===== config.mk =====
export PLATFORM = sky130hd
export DESIGN_NAME = gpio4_af_port
export DESIGN_NICKNAME = d
export VERILOG_FILES = /design/src/rtl/gpio4_af_pkg.sv /design/src/rtl/gpio_sync_bank.sv /design/src/rtl/gpio_port_regs.sv /design/src/rtl/gpio_pin_route.sv /design/src/rtl/gpio4_af_port.sv
export SDC_FILE = /design/constraint.sdc
export NUM_CORES = 1
export LEC_CHECK = 0
export ABC_AREA = 1
export BUFFER_PORTS_ARGS = -buffer_cell sky130_fd_sc_hd__buf_4
export CELL_PAD_IN_SITES_DETAIL_PLACEMENT = 2
export CELL_PAD_IN_SITES_GLOBAL_PLACEMENT = 2
export CORE_MARGIN = 2
export CORE_UTILIZATION = 24
export DETAILED_ROUTE_END_ITERATION = 8
export PLACE_DENSITY = 0.78
export SYNTH_ARGS = -nofsm -noshare
export SYNTH_HDL_FRONTEND = slang
export SYNTH_SLANG_ARGS = --single-unit

===== constraint.sdc =====
create_clock -name clk -period 2.1 [get_ports clk]
set_input_delay 0.21 -clock clk [delete_from_list [all_inputs] [get_ports clk]]
set_output_delay 0.21 -clock clk [all_outputs]
set_load 0.01 [all_outputs]

===== src/rtl/gpio4_af_pkg.sv =====
package gpio4_af_pkg;
   // who owns a pin's driver this cycle
   typedef enum logic [1:0] {
      SRC_PORT   = 2'd0,
      SRC_CLKOUT = 2'd1,
      SRC_TMR_CH = 2'd2,
      SRC_TMR_IN = 2'd3
   } pin_src_e;

   typedef struct packed {
      logic oe;
      logic out;
   } pin_drv_t;
endpackage


===== src/rtl/gpio_sync_bank.sv =====
module gpio_sync_bank #(
   parameter int NPINS  = 4,
   parameter int STAGES = 2
) (
   input  logic             clk,
   input  logic             rst_n,
   input  logic [NPINS-1:0] raw,
   output logic [NPINS-1:0] synced
);
   if (STAGES < 2) begin : g_bad_stages
      $error("gpio_sync_bank: STAGES must be at least 2");
   end

   for (genvar i = 0; i < NPINS; i++) begin : g_pin
      logic [STAGES-1:0] sh_q;
      always_ff @(posedge clk or negedge rst_n) begin
         if (!rst_n) sh_q <= '0;
         else        sh_q <= {sh_q[STAGES-2:0], raw[i]};
      end
      assign synced[i] = sh_q[STAGES-1];
   end
endmodule


===== src/rtl/gpio_port_regs.sv =====
module gpio_port_regs #(
   parameter int              NPINS     = 4,
   parameter int              ADDR_W    = 8,
   parameter int              DATA_W    = 8,
   parameter int              CKEN_BIT  = 7,
   parameter logic [ADDR_W-1:0] DATA_ADDR = 'h01,
   parameter logic [ADDR_W-1:0] DIR_ADDR  = 'h05
) (
   input  logic              clk,
   input  logic              rst_n,
   input  logic [ADDR_W-1:0] bus_addr,
   input  logic              bus_wr,
   input  logic [DATA_W-1:0] bus_wdata,
   input  logic [NPINS-1:0]  sync_lvl,
   output logic [DATA_W-1:0] bus_rdata,
   output logic [NPINS-1:0]  dat_q,
   output logic [NPINS-1:0]  dir_q,
   output logic              cken_q
);
   if (CKEN_BIT < NPINS || CKEN_BIT >= DATA_W) begin : g_bad_cken
      $error("gpio_port_regs: CKEN_BIT must sit above the pins and inside the word");
   end
   if (DATA_ADDR == DIR_ADDR) begin : g_bad_addr
      $error("gpio_port_regs: register addresses collide");
   end

   logic            hit_dat, hit_dir;
   logic [NPINS-1:0] rd_port;

   assign hit_dat = (bus_addr == DATA_ADDR);
   assign hit_dir = (bus_addr == DIR_ADDR);

   always_ff @(posedge clk or negedge rst_n) begin
      if (!rst_n) begin
         dat_q  <= '0;
         dir_q  <= '0;
         cken_q <= 1'b0;
      end else if (bus_wr) begin
         if (hit_dat) dat_q <= bus_wdata[NPINS-1:0];
         if (hit_dir) begin
            dir_q  <= bus_wdata[NPINS-1:0];
            cken_q <= bus_wdata[CKEN_BIT];
         end
      end
   end

   // outputs read back the latch, inputs read the synchronized pad
   assign rd_port = (dir_q & dat_q) | (~dir_q & sync_lvl);

   always_comb begin
      bus_rdata = '0;
      if (hit_dat) begin
         bus_rdata[NPINS-1:0] = rd_port;
      end else if (hit_dir) begin
         bus_rdata[NPINS-1:0] = dir_q;
         bus_rdata[CKEN_BIT]  = cken_q;
      end
   end
endmodule


===== src/rtl/gpio_pin_route.sv =====
module gpio_pin_route
   import gpio4_af_pkg::*;
#(
   parameter int          NPINS        = 4,
   parameter int          CHSEL_W      = 2,
   parameter int          PRESEL_W     = 3,
   parameter int          CLK_PIN      = 0,
   parameter int          CH_PIN       = 2,
   parameter int          EXT_PIN      = 3,
   parameter logic [PRESEL_W-1:0] EXT_CLK_CODE = '1
) (
   input  logic                clk,
   input  logic [NPINS-1:0]    dat_q,
   input  logic [NPINS-1:0]    dir_q,
   input  logic                cken_q,
   input  logic [NPINS-1:0]    sync_lvl,
   input  logic [CHSEL_W-1:0]  tmr_chsel,
   input  logic [PRESEL_W-1:0] tmr_presel,
   input  logic                tmr_ch_oe,
   input  logic                tmr_ch_out,
   output logic [NPINS-1:0]    pin_out,
   output logic [NPINS-1:0]    pin_oe,
   output logic                tmr_ch_in,
   output logic                tmr_extclk
);
   if (CLK_PIN >= NPINS || CH_PIN >= NPINS || EXT_PIN >= NPINS) begin : g_bad_pin
      $error("gpio_pin_route: override pin index out of range");
   end
   if (CLK_PIN == CH_PIN || CH_PIN == EXT_PIN || CLK_PIN == EXT_PIN) begin : g_bad_share
      $error("gpio_pin_route: override pins must differ");
   end

   logic ch_take, ext_take;
   assign ch_take  = |tmr_chsel;
   assign ext_take = (tmr_presel == EXT_CLK_CODE);

   for (genvar i = 0; i < NPINS; i++) begin : g_pin
      pin_src_e src;
      pin_drv_t drv;

      if (i == CLK_PIN) begin : g_clk
         assign src = cken_q ? SRC_CLKOUT : SRC_PORT;
      end else if (i == CH_PIN) begin : g_ch
         assign src = ch_take ? SRC_TMR_CH : SRC_PORT;
      end else if (i == EXT_PIN) begin : g_ext
         assign src = ext_take ? SRC_TMR_IN : SRC_PORT;
      end else begin : g_plain
         assign src = SRC_PORT;
      end

      always_comb begin
         unique case (src)
            SRC_CLKOUT: drv = '{oe: 1'b1,      out: clk};
            SRC_TMR_CH: drv = '{oe: tmr_ch_oe, out: tmr_ch_out};
            SRC_TMR_IN: drv = '{oe: 1'b0,      out: 1'b0};
            default:    drv = '{oe: dir_q[i],  out: dat_q[i]};
         endcase
      end

      assign pin_oe[i]  = drv.oe;
      assign pin_out[i] = drv.out;
   end

   assign tmr_ch_in  = sync_lvl[CH_PIN];
   assign tmr_extclk = ext_take & sync_lvl[EXT_PIN];
endmodule


===== src/rtl/gpio4_af_port.sv =====
module gpio4_af_port #(
   parameter int NPINS        = 4,
   parameter int ADDR_W       = 8,
   parameter int DATA_W       = 8,
   parameter int SYNC_STAGES  = 2,
   parameter int CKEN_BIT     = 7,
   parameter int CHSEL_W      = 2,
   parameter int PRESEL_W     = 3,
   parameter int CLK_PIN      = 0,
   parameter int CH_PIN       = 2,
   parameter int EXT_PIN      = 3,
   parameter logic [ADDR_W-1:0]   DATA_ADDR    = 'h01,
   parameter logic [ADDR_W-1:0]   DIR_ADDR     = 'h05,
   parameter logic [PRESEL_W-1:0] EXT_CLK_CODE = '1
) (
   input  logic                clk,
   input  logic                rst_n,
   input  logic [ADDR_W-1:0]   bus_addr,
   input  logic                bus_wr,
   input  logic [DATA_W-1:0]   bus_wdata,
   output logic [DATA_W-1:0]   bus_rdata,
   input  logic [NPINS-1:0]    pin_in,
   output logic [NPINS-1:0]    pin_out,
   output logic [NPINS-1:0]    pin_oe,
   input  logic [CHSEL_W-1:0]  tmr_chsel,
   input  logic [PRESEL_W-1:0] tmr_presel,
   input  logic                tmr_ch_oe,
   input  logic                tmr_ch_out,
   output logic                tmr_ch_in,
   output logic                tmr_extclk
);
   if (NPINS < 1 || NPINS > DATA_W) begin : g_bad_npins
      $error("gpio4_af_port: NPINS must fit in the data word");
   end

   logic [NPINS-1:0] sync_lvl;
   logic [NPINS-1:0] dat_q;
   logic [NPINS-1:0] dir_q;
   logic             cken_q;

   gpio_sync_bank #(
      .NPINS (NPINS),
      .STAGES(SYNC_STAGES)
   ) u_sync (
      .clk   (clk),
      .rst_n (rst_n),
      .raw   (pin_in),
      .synced(sync_lvl)
   );

   gpio_port_regs #(
      .NPINS    (NPINS),
      .ADDR_W   (ADDR_W),
      .DATA_W   (DATA_W),
      .CKEN_BIT (CKEN_BIT),
      .DATA_ADDR(DATA_ADDR),
      .DIR_ADDR (DIR_ADDR)
   ) u_regs (
      .clk      (clk),
      .rst_n    (rst_n),
      .bus_addr (bus_addr),
      .bus_wr   (bus_wr),
      .bus_wdata(bus_wdata),
      .sync_lvl (sync_lvl),
      .bus_rdata(bus_rdata),
      .dat_q    (dat_q),
      .dir_q    (dir_q),
      .cken_q   (cken_q)
   );

   gpio_pin_route #(
      .NPINS       (NPINS),
      .CHSEL_W     (CHSEL_W),
      .PRESEL_W    (PRESEL_W),
      .CLK_PIN     (CLK_PIN),
      .CH_PIN      (CH_PIN),
      .EXT_PIN     (EXT_PIN),
      .EXT_CLK_CODE(EXT_CLK_CODE)
   ) u_route (
      .clk       (clk),
      .dat_q     (dat_q),
      .dir_q     (dir_q),
      .cken_q    (cken_q),
      .sync_lvl  (sync_lvl),
      .tmr_chsel (tmr_chsel),
      .tmr_presel(tmr_presel),
      .tmr_ch_oe (tmr_ch_oe),
      .tmr_ch_out(tmr_ch_out),
      .pin_out   (pin_out),
      .pin_oe    (pin_oe),
      .tmr_ch_in (tmr_ch_in),
      .tmr_extclk(tmr_extclk)
   );
endmodule


==> impl_metrics.tcl <==
set metrics [dict create \
    ir_drop_mv 0.3131 \
    slew_viol_final 0 \
    die_height_um 65.06 \
    first_iter_violations 11 \
    synth-compound-area-share_pct 2.797 \
    end_kind "primary output" \
    cts_tree "yes" \
    rr_worst_depth 2 \
    die-area_um2 4232 \
    path_clk_slew_ns 0.07 \
    syn-cell-area_um2 894.6 \
    via_per_inst 4.332 \
    final_antenna_net_count 0 \
    reg2reg_to "u_regs.dir_q[1]$_DFFE_PN0P_" \
    min_from "bus_wdata[3]" \
    layout-area-overhead-vs-synth_pct 52.45 \
    fillers 440 \
    wl_per_cell_um 13.05 \
    gr-total-overflow 0 \
    dp_cells 199 \
    drcViolationCount 0 \
    setup-violations-final 0 \
    vias 914 \
    rrSetupSlack_ns 1.44 \
    grt-busiest-layer "met2" \
    fin_worst_skew_ns 0.00005437 \
    synthTopCellsByArea "dfrtp_1, nand2_1, nand3_1, buf_4, inv_1" \
    run_status "finished, final reports clean" \
    setup_tns_ns 0 \
    antenna_found_initial 0 \
    grt_max_degree 18 \
    ys_seq_area_share_pct 47.55 \
    coreArea_um2 3633 \
    grt_pass1_wl_um 4712 \
    cts.repair_timing.setup_buffer_count 0 \
    boundaryPins 48 \
    cap_violations 0 \
    wirelength_um 2754 \
    worstHoldEndpoint "u_regs.dir_q[3]$_DFFE_PN0P_" \
    insertedDiodeCount 0 \
    use_met1_pct 16.32 \
    worstSkewPairLatency_ns 0.36 \
    synth_xor_area_share_pct 0 \
    fin_cells 211 \
    start_util_pct 24.62 \
    required_ns 1.89 \
    port_buffers 41 \
    p_leak_nw 0.7554 \
    drive_above_1_share_pct 37.42 \
    reg2reg_from "u_regs.dir_q[1]$_DFFE_PN0P_" \
    synth.avg_cell_area_um2 7.847 \
    grt_use_total_pct 14.93 \
    cp.arrival_ns 1.52 \
    yosysWarnings 0 \
    hold_path.class "input port to flop" \
    ys_ff_latch 17 \
    yosys.area_share.simple_pct 38.18 \
    grt_util_met2_pct 26.55 \
    rsz0062_at_grt "no" \
    first_global_vias 1061 \
    start_kind "clock port" \
    crit_type "clock port to primary output" \
    yosysTopAreaCell "dfrtp_1" \
    num-nets-final 194 \
    dp_hpwl_um 2127 \
    globalRouteMet3Util_pct 2.951 \
    synth_mux_area_share_pct 1.259 \
    synthCells 114 \
    hold_viol 0 \
    firstDrtPassIters 4 \
    rows 22 \
    hold_depth 3 \
    die_w_um 65.06 \
    cp_max_fo 2 \
    synth_top_family_by_area "simple AND/OR/NAND/NOR gates" \
    gp_congestion 0.6754 \
    synth_top_cell_area_share_pct 47.55 \
    synth_fa_ha_area_share_pct 0 \
    synthDistinctLibCells 19 \
    powerDensity_nw_per_um2 646.0 \
]
routing by layer:
layer	wire, um	share of wire [%]
met5	0	0
met4	39	1.4
met1	1121	41
met3	111	4.0
met2	1482	54
final cells by class:
cell class              count  area (um2)  share of cell area, %
inverters                  12       45.04                  3.303
flip-flops and latches     17       425.4                  31.19
multi-input cells          81       389.1                  28.53
well taps                  48       60.06                  4.404
repair buffers             45       350.3                  25.69
clock buffers               8       93.84                  6.881
how the worst max path moves through the flow:
stage | from | slack [ns] | endpoint
floorplan | clk | 0.72 | pin_out[0]
global placement | clk | 0.63 | pin_out[0]
detailed placement | clk | 0.63 | pin_out[0]
CTS | clk | 0.35 | pin_out[0]
global route | clk | 0.35 | pin_out[0]
finish | clk | 0.37 | pin_out[0]
kinds of logic (layout without fill, tap and decap cells):
group,count (synthesis),after routing
and+or+nand+nor,72,72
other,1,3
buffers and inverters,18,65
muxes,1,1
AOI/OAI and AO/OA,5,5
DFF,17,17
worst max-delay path: stages:
cell      delay [ns]
clkbuf_8        0.11
clkbuf_8        0.12
nand2_1         0.05
nand2_1         0.06
buf_4           0.14
synthesized netlist by cell type:
cell type  count
a21oi_1        1
buf_2          1
buf_4          5
conb_1         1
dfrtp_1       17
inv_1         10
inv_2          2
mux2_2         1
nand2_1       44
nand2_2        2
nand2_4        1
nand3_1       10
nand3_2        2
nor2_1         7
nor2_2         4
nor2_4         1
nor2_8         1
o21ai_0        1
o21ai_1        3
power breakdown:
part           internal, W  total (W)  switching [W]  leakage (nW)
combinational    0.0000620   0.000120      0.0000583         0.481
clock             0.000260   0.000408       0.000148        0.0574
sequential        0.000343   0.000353     0.00000952         0.217
cell usage in the layout, fill, tap and decap left out, types with 2 or more instances in the layout:
| master | count |
|---|---|
| nand2_1 | 44 |
| buf_4 | 41 |
| dfrtp_1 | 17 |
| inv_1 | 10 |
| nand3_1 | 10 |
| nor2_1 | 7 |
| clkbuf_8 | 6 |
| dlygate4sd3_1 | 5 |
| nor2_2 | 4 |
| o21ai_1 | 3 |
| conb_1 | 3 |
| inv_2 | 2 |
| nand2_2 | 2 |
| nand3_2 | 2 |
per-stage QoR:
step                      util, %  hold slack [ns]  cell area, um2  total power (W)  setup slack, ns
final                       37.53          0.09674            1364        0.0008811           0.3700
after global routing        37.53          0.09741            1364        0.0009300           0.3468
after CTS                   37.53          0.09142            1364        0.0009046           0.3544
after detailed placement    33.78          0.09205            1227        0.0004805           0.6310
after global placement      33.78          0.08615            1227        0.0004729           0.6311
after floorplan                 -         -0.08559           902.1        0.0004101           0.7225
state kept, by name (all words and copies together), names as in the netlist:
register / count
u_sync.g_pin.sh_q: 8
u_regs.dat_q: 4
u_regs.dir_q: 4
u_regs.cken_q: 1
timing repair:
| action | 4_1_cts | 5_1_grt |
|---|---|---|
| hold buffers | 5 | 0 |
| gates resized for setup | 0 | 0 |
| endpoints found under the hold margin | 21 | 0 |
Power figures use the tool's default switching activity.
